===== src/rtl/pfc_pkg.sv =====
package pfc_pkg;

  typedef enum logic [1:0] {
    MODE_ARRAY  = 2'd0,
    MODE_STATUS = 2'd1,
    MODE_IDENT  = 2'd2,
    MODE_QUERY  = 2'd3
  } pfc_mode_e;

  localparam logic [7:0] C_ARRAY0  = 8'h00;
  localparam logic [7:0] C_PROG_A  = 8'h10;
  localparam logic [7:0] C_ERASE   = 8'h20;
  localparam logic [7:0] C_ERASE_B = 8'h28;
  localparam logic [7:0] C_PROG_B  = 8'h40;
  localparam logic [7:0] C_CLEAR   = 8'h50;
  localparam logic [7:0] C_LOCK    = 8'h60;
  localparam logic [7:0] C_STATUS  = 8'h70;
  localparam logic [7:0] C_IDENT   = 8'h90;
  localparam logic [7:0] C_QUERY   = 8'h98;
  localparam logic [7:0] C_CONFIRM = 8'hD0;
  localparam logic [7:0] C_BUFFER  = 8'hE8;
  localparam logic [7:0] C_ARRAY1  = 8'hF0;
  localparam logic [7:0] C_ARRAY2  = 8'hFF;
  localparam logic [7:0] C_UNLOCK  = 8'h01;

  // Mask of the low 'bits' bits of a 32-bit word.
  function automatic logic [31:0] low_mask(input int bits);
    logic [31:0] m;
    m = '0;
    for (int i = 0; i < 32; i++) if (i < bits) m[i] = 1'b1;
    return m;
  endfunction

  // Phase-0 command bytes with a defined meaning.
  function automatic logic known_first(input logic [7:0] c);
    return c inside {C_ARRAY0, C_ARRAY1, C_ARRAY2, C_CLEAR, C_STATUS,
                     C_IDENT, C_PROG_A, C_PROG_B, C_ERASE, C_LOCK,
                     C_QUERY, C_BUFFER};
  endfunction

endpackage


===== src/rtl/pfc_lanes.sv =====
module pfc_lanes #(
  parameter bit BIG_ENDIAN = 1'b0
) (
  input  logic [1:0]  addr_lo,
  input  logic [1:0]  size,
  input  logic [31:0] data,
  output logic [3:0]  lane_en,
  output logic [31:0] lane_data
);
  logic [1:0] base;
  int unsigned nbytes;

  always_comb begin
    case (size)
      2'd0:    begin nbytes = 1; base = addr_lo;             end
      2'd1:    begin nbytes = 2; base = {addr_lo[1], 1'b0}; end
      default: begin nbytes = 4; base = 2'd0;                end
    endcase
    lane_en   = '0;
    lane_data = '0;
    for (int k = 0; k < 4; k++) begin
      if (k < nbytes) begin
        logic [1:0] lane;
        int src;
        lane = base + 2'(k);
        src  = BIG_ENDIAN ? (nbytes - 1 - k) : k;
        lane_en[lane] = 1'b1;
        lane_data[8*lane +: 8] = data[8*src +: 8];
      end
    end
  end
endmodule


===== src/rtl/pfc_store.sv =====
module pfc_store #(
  parameter int ADDR_W       = 8,
  parameter int SECTOR_BYTES = 64
) (
  input  logic              clk,
  input  logic              wr_word,
  input  logic              erase,
  input  logic [ADDR_W-3:0] wr_idx,
  input  logic [3:0]        lane_en,
  input  logic [31:0]       lane_data,
  input  logic [ADDR_W-3:0] rd_idx,
  output logic [31:0]       rd_data
);
  localparam int WORDS  = 1 << (ADDR_W - 2);
  localparam int SEC_SH = $clog2(SECTOR_BYTES) - 2;

  logic [31:0] mem [WORDS];

  always_ff @(posedge clk) begin
    for (int w = 0; w < WORDS; w++) begin
      if (erase && ((w >> SEC_SH) == (int'(wr_idx) >> SEC_SH))) begin
        mem[w] <= 32'hFFFF_FFFF;
      end else if (wr_word && (w == int'(wr_idx))) begin
        for (int b = 0; b < 4; b++)
          if (lane_en[b]) mem[w][8*b +: 8] <= lane_data[8*b +: 8];
      end
    end
    rd_data <= mem[rd_idx];
  end
endmodule


===== src/rtl/pfc_seq.sv =====
module pfc_seq
  import pfc_pkg::*;
#(
  parameter int BANK_BYTES = 4,
  parameter int DEV_BYTES  = 2
) (
  input  logic        clk,
  input  logic        rst_n,
  input  logic        wr_en,
  input  logic [31:0] wr_data,
  input  logic        read_only,
  output logic [1:0]  phase,
  output logic [7:0]  status,
  output pfc_mode_e   mode,
  output logic        st_write,
  output logic        st_erase
);
  localparam int          CNT_BYTES = (DEV_BYTES != 0) ? DEV_BYTES : BANK_BYTES;
  localparam logic [31:0] CNT_MASK  = low_mask(8 * CNT_BYTES);

  logic [1:0]  phase_q, phase_d;
  logic [7:0]  cmd_q, cmd_d;
  logic [7:0]  stat_q, stat_d;
  logic [31:0] cnt_q, cnt_d;
  logic        to_array;
  logic [7:0]  c;

  assign c = wr_data[7:0];

  always_comb begin
    phase_d  = phase_q;
    cmd_d    = cmd_q;
    stat_d   = stat_q;
    cnt_d    = cnt_q;
    st_write = 1'b0;
    st_erase = 1'b0;
    to_array = 1'b0;
    if (wr_en) begin
      case (phase_q)
        2'd0: begin
          case (c)
            C_ARRAY0, C_ARRAY1, C_ARRAY2: to_array = 1'b1;
            C_CLEAR:  begin stat_d = 8'h00; to_array = 1'b1; end
            C_STATUS, C_IDENT: cmd_d = c;
            C_PROG_A, C_PROG_B, C_LOCK, C_QUERY: begin
              cmd_d = c; phase_d = 2'd1;
            end
            C_ERASE: begin
              cmd_d = c; phase_d = 2'd1;
              if (read_only) stat_d = stat_q | 8'hA0;
              else begin st_erase = 1'b1; stat_d = stat_q | 8'h80; end
            end
            C_BUFFER: begin
              cmd_d = c; phase_d = 2'd1; stat_d = stat_q | 8'h80;
            end
            default: to_array = 1'b1;
          endcase
        end
        2'd1: begin
          case (cmd_q)
            C_PROG_A, C_PROG_B: begin
              if (read_only) stat_d = stat_q | 8'h90;
              else begin st_write = 1'b1; stat_d = stat_q | 8'h80; end
              phase_d = 2'd0;
            end
            C_ERASE, C_ERASE_B: begin
              if (c == C_CONFIRM) begin phase_d = 2'd0; stat_d = stat_q | 8'h80; end
              else to_array = 1'b1;
            end
            C_LOCK: begin
              if (c == C_CONFIRM || c == C_UNLOCK) begin
                phase_d = 2'd0; stat_d = stat_q | 8'h80;
              end else to_array = 1'b1;
            end
            C_BUFFER: begin cnt_d = wr_data & CNT_MASK; phase_d = 2'd2; end
            C_QUERY:  if (c == C_ARRAY2) to_array = 1'b1;
            default:  to_array = 1'b1;
          endcase
        end
        2'd2: begin
          if (cmd_q == C_BUFFER) begin
            if (read_only) stat_d = stat_q | 8'h90;
            else begin st_write = 1'b1; stat_d = stat_q | 8'h80; end
            if (cnt_q == '0) phase_d = 2'd3;
            cnt_d = cnt_q - 32'd1;
          end else to_array = 1'b1;
        end
        default: begin
          if (cmd_q == C_BUFFER && c == C_CONFIRM) begin
            phase_d = 2'd0; stat_d = stat_q | 8'h80;
          end else to_array = 1'b1;
        end
      endcase
      if (to_array) begin
        phase_d = 2'd0;
        cmd_d   = C_ARRAY0;
      end
    end
  end

  always_ff @(posedge clk or negedge rst_n) begin
    if (!rst_n) begin
      phase_q <= 2'd0;
      cmd_q   <= C_ARRAY0;
      stat_q  <= 8'h80;
      cnt_q   <= '0;
    end else if (wr_en) begin
      phase_q <= phase_d;
      cmd_q   <= cmd_d;
      stat_q  <= stat_d;
      cnt_q   <= cnt_d;
    end
  end

  always_comb begin
    case (cmd_q)
      C_ARRAY0: mode = MODE_ARRAY;
      C_IDENT:  mode = MODE_IDENT;
      C_QUERY:  mode = MODE_QUERY;
      default:  mode = MODE_STATUS;
    endcase
  end

  assign phase  = phase_q;
  assign status = stat_q;

  p_idle_hold_r2: assert property (@(posedge clk) disable iff (!rst_n)
    !wr_en |=> $stable(phase) && $stable(mode) && $stable(status));
  p_status_entry_r3: assert property (@(posedge clk) disable iff (!rst_n)
    wr_en && phase == 2'd0 && wr_data[7:0] == C_STATUS |=> mode == MODE_STATUS && phase == 2'd0);
  p_unknown_array_r5: assert property (@(posedge clk) disable iff (!rst_n)
    wr_en && phase == 2'd0 && !known_first(wr_data[7:0]) |=> mode == MODE_ARRAY && phase == 2'd0 && $stable(status));
  p_prog_ready_r8: assert property (@(posedge clk) disable iff (!rst_n)
    wr_en && phase == 2'd1 && (cmd_q == C_PROG_A || cmd_q == C_PROG_B) |=> status[7] && phase == 2'd0);
  p_buf_hold_r11: assert property (@(posedge clk) disable iff (!rst_n)
    wr_en && phase == 2'd2 && cnt_q != '0 |=> phase == 2'd2);
  p_confirm_exit_r11: assert property (@(posedge clk) disable iff (!rst_n)
    wr_en && phase == 2'd3 |=> phase == 2'd0);
endmodule


===== src/rtl/pflash_cmd_seq.sv =====
module pflash_cmd_seq
  import pfc_pkg::*;
#(
  parameter int ADDR_W       = 8,
  parameter int SECTOR_BYTES = 64,
  parameter int BANK_BYTES   = 4,
  parameter int DEV_BYTES    = 2,
  parameter bit BIG_ENDIAN   = 1'b0
) (
  input  logic              clk,
  input  logic              rst_n,
  input  logic              wr_en,
  input  logic [ADDR_W-1:0] wr_addr,
  input  logic [1:0]        wr_size,
  input  logic [31:0]       wr_data,
  input  logic              read_only,
  input  logic [ADDR_W-3:0] rd_addr,
  output logic [31:0]       rd_data,
  output logic [1:0]        mode,
  output logic [7:0]        status,
  output logic [1:0]        phase
);
  logic [1:0]  rst_sync;
  logic        rst_ok;
  logic        st_write, st_erase;
  logic [3:0]  lane_en;
  logic [31:0] lane_data;
  pfc_mode_e   mode_e;

  always_ff @(posedge clk or negedge rst_n) begin
    if (!rst_n) rst_sync <= 2'b00;
    else        rst_sync <= {rst_sync[0], 1'b1};
  end
  assign rst_ok = rst_sync[1];

  pfc_seq #(.BANK_BYTES(BANK_BYTES), .DEV_BYTES(DEV_BYTES)) u_seq (
    .clk(clk), .rst_n(rst_ok), .wr_en(wr_en), .wr_data(wr_data),
    .read_only(read_only), .phase(phase), .status(status), .mode(mode_e),
    .st_write(st_write), .st_erase(st_erase)
  );

  pfc_lanes #(.BIG_ENDIAN(BIG_ENDIAN)) u_lanes (
    .addr_lo(wr_addr[1:0]), .size(wr_size), .data(wr_data),
    .lane_en(lane_en), .lane_data(lane_data)
  );

  pfc_store #(.ADDR_W(ADDR_W), .SECTOR_BYTES(SECTOR_BYTES)) u_store (
    .clk(clk), .wr_word(st_write), .erase(st_erase),
    .wr_idx(wr_addr[ADDR_W-1:2]), .lane_en(lane_en), .lane_data(lane_data),
    .rd_idx(rd_addr), .rd_data(rd_data)
  );

  assign mode = mode_e;
endmodule


===== config.mk =====
export PLATFORM = sky130hd
export DESIGN_NAME = pflash_cmd_seq
export DESIGN_NICKNAME = d
export VERILOG_FILES = /design/src/rtl/pfc_pkg.sv /design/src/rtl/pfc_lanes.sv /design/src/rtl/pfc_store.sv /design/src/rtl/pfc_seq.sv /design/src/rtl/pflash_cmd_seq.sv
export SDC_FILE = /design/constraint.sdc
export NUM_CORES = 2
export LEC_CHECK = 0
export BUFFER_PORTS_ARGS = -buffer_cell sky130_fd_sc_hd__buf_2
export CAP_MARGIN = 40
export CORE_MARGIN = 10
export CORE_UTILIZATION = 40
export CTS_CLUSTER_SIZE = 20
export DETAILED_ROUTE_END_ITERATION = 10
export MAX_ROUTING_LAYER = met4
export PLACE_DENSITY_LB_ADDON = 0.05
export SYNTH_ARGS = -nofsm -noshare
export SYNTH_HDL_FRONTEND = slang
export SYNTH_SLANG_ARGS = --single-unit

===== constraint.sdc =====
create_clock -name clk -period 1.4 [get_ports clk]
set_input_delay 0.14 -clock clk [delete_from_list [all_inputs] [get_ports clk]]
set_output_delay 0.14 -clock clk [all_outputs]
set_load 0.02 [all_outputs]

==> results.cfg <==
[outcome]
status = finished, violations left
violations = hold timing, setup timing

[critical_path]
start_kind = register
endpoint_kind = register
crit_type = reg2reg
rr_worst_depth = 10
cp_max_fo = 8
cp.arrival_ns = 3.58
cp-startpoint = u_seq.cmd_q[7]$_DFFE_PN0P_
worstPathRequired_ns = 1.98
r2r-start = u_seq.cmd_q[7]$_DFFE_PN0P_

[route]
vias = 58803
drt-initial-drc-count = 5364
drt-met1-wl_um = 136000
wirelength_um = 316000
drt_first_pass_iters = 6
highest_layer = met4
wl_per_cell_um = 29.5
drc = 0
via_per_inst = 5.48
wl_met3_um = 19400
drtAntennaViolNets = 0
wl_met2_um = 152000

[pwr]
vdd_drop_max_mv = 1.05
leakagePower_uw = 0.0440
power_density_mw_per_mm2 = 1160
p_total_uw = 139000

[clocking]
cts_num_sinks = 2127
htree_levels = 4
cts_tree = built
cts_root_buffer = clkbuf_16
ctsHoldBuffers = 41
clock_latency_ns = 0.90
clockBufferDepth = 3
clk_pin_slew_ns = 0.06
numCtsBuffers = 229

[synthesis]
ys_top_cells_by_area = edfxtp_1 (65%), mux4_2 (16%), nand2_1 (8.6%), nor2_4 (1.6%), o21ai_0 (1.5%)
ys_ff_latch = 2127
synth_edf_count = 2048
yosys.area_share.simple_pct = 12.4
synth.avg_cell_area_um2 = 14.9
synth_warnings = 0
synth_area_leader_cell = edfxtp_1
synth_area_mm2 = 0.0949
syn_inst = 6378
muxShareOfSynthArea_pct = 16.0
ys_seq_area_share_pct = 66.7
synth-compound-area-share_pct = 2.55
synth_top_family_by_area = multiplexers
synth.distinct_cells = 79
synth_common_cells = nand2_1 (2177), edfxtp_1 (2048), mux4_2 (664)
yosys.cell_count.top_type = nand2_1
synthArstFlopShare_pct = 2.21
synth_top_cell_area_share_pct = 64.8
synthFlopType = edfxtp_1
synthAdderAreaFrac_pct = 0.158
synth_xor_area_share_pct = 0.120

[sta]
setup_viol = 4212
finClkSkew_ns = 0.0485
fin_crit_sh_pct = 214
relSlewSlack_pct = 45.9
hold_slack_ns = -0.0283
hold_viol_final = 6
fin_crit_ns = 3.00
worst_slack_ns = -1.60
clock.fmax_mhz = 334
slew_violations = 0
worst_pin_slew_ns = 0.805
rsz0062_at_grt = yes

[grt]
track_usage_pct = 25.1
grt_pass1_wl_um = 454000
grt_max_degree = 65
overflow = 0
antenna_found_initial = 16
grt_pass1_vias = 60381

[die]
die_height_um = 507
start_util_pct = 40.3
io_pins = 96
row_count = 178
die_area_mm2 = 0.257
fp.coreArea_mm2 = 0.236
dieWidth_um = 507

[worst_hold_path]
hp-start = wr_en
holdPathStages = 6
hold_path_class = in2reg

[placed_design]
place_ws_ns = -2.05
hpwl_um = 225000
numPortBuffers = 90
gp_congestion = 0.870

[finish]
layout-drive-gt1-share_pct = 34.5
fillers = 20047
synthToLayoutAreaGrowth_pct = 25.5
utilization_pct = 50.6
nets = 7438

[run]
timing.max_cap.violations = 0
[per-stage QoR]
stage	cells	hold WS, ns	cell area, um^2	setup TNS [ns]
6_report	10738	-0.0283	119000	-6104.00
5_1_grt	10735	-0.0305	119000	-6539.19
4_1_cts	10718	-0.0897	118000	-6111.01
3_5_place_dp	10219	-0.0693	110000	-7278.93
3_3_place_gp	10218	-0.0703	110000	-7388.36
2_1_floorplan	6382	-0.156	95900	-7035.12
[cells in the final DEF (no fill, tap or decap), types with 41 or more instances in the layout]
cell type,count
nor2_2,45
nor2_1,96
buf_12,285
clkinv_1,54
nor2_4,167
o21ai_1,115
mux4_2,664
buf_4,713
edfxtp_1,2048
clkbuf_1,54
dlygate4sd3_1,41
buf_2,86
o21ai_0,108
dfrtp_1,45
nand2_2,45
clkbuf_16,229
buf_6,86
nand2_1,2110
[critical path, stage by stage (launching register included)]
cell,delay (ns)
dfrtp_1,0.40
nor4_2,0.31
nor4b_4,0.38
o2111ai_4,0.19
buf_12,0.20
nor3b_4,0.25
buf_12,0.17
buf_16,0.17
nand2_8,0.21
o21ai_2,0.20
buf_6,0.16
[what timing repair did]
action	in CTS	in global routing
pin swaps	71	38
endpoints found under the setup margin	4212	4212
endpoints found under the hold margin	417	6
gates resized for setup	172	200
gates cloned	1	0
setup buffers	21	12
[kinds of logic after synthesis]
logic type / after synthesis
simple gates: 2647
other cells: 2
flops: 2127
compound gates: 416
fa+ha+maj: 12
xor+xnor: 13
buf+inv: 475
mux: 686
[path summary, 6_finish.rpt]
path	end	slack, ns
max in group asynchronous	u_seq.status[7]$_DFFE_PN1P_	0.89
worst max-delay path	u_store.mem[21][22]$_SDFFCE_PN1P_	-1.60
worst min-delay path	u_seq.cmd_q[3]$_DFFE_PN0P_	-0.03
worst max register to register	u_store.mem[21][22]$_SDFFCE_PN1P_	-1.60
min in group asynchronous	rst_sync[0]$_DFF_PN0_	0.09
worst min register to register	u_seq.cnt_q[24]$_DFFE_PN0P_	0.22
[state kept, by name (all words and copies together) (netlist names)]
register         flops
u_store.mem       2048
u_seq.cnt_q         32
u_store.rd_data     32
u_seq.cmd_q          8
u_seq.status         3
rst_sync             2
u_seq.phase          2
[where the power goes]
| group | internal [uW] | total [uW] | leakage (uW) | switching (uW) |
|---|---|---|---|---|
| Sequential | 68700 | 68800 | 0.0251 | 34.7 |
| Clock | 35200 | 61400 | 0.00369 | 26200 |
| Combinational | 3130 | 8620 | 0.0152 | 5490 |
| Total | 107000 | 139000 | 0.0440 | 31700 |
[per-layer routing]
metal	up-vias	global-route usage (%)
met5	-	-
met4	0	6.77
met3	383	4.14
met2	1717	39.3
met1	30856	34.2
li1	25847	-
[cell type report]
| cell class | instances | area [um^2] | area share [%] |
|---|---|---|---|
| Antenna cell | 9 | 22.5 | 0.0189 |
| Sequential cell | 2127 | 63300 | 53.1 |
| Clock buffer | 299 | 6150 | 5.16 |
| Clock inverter | 137 | 1440 | 1.21 |
| Tap cell | 3150 | 3940 | 3.31 |
| Inverter | 15 | 61.3 | 0.0515 |
| Timing Repair Buffer | 1221 | 13100 | 11.0 |
| Multi-Input combinational cell | 3780 | 31200 | 26.2 |
(Power assumes the default switching activity.)
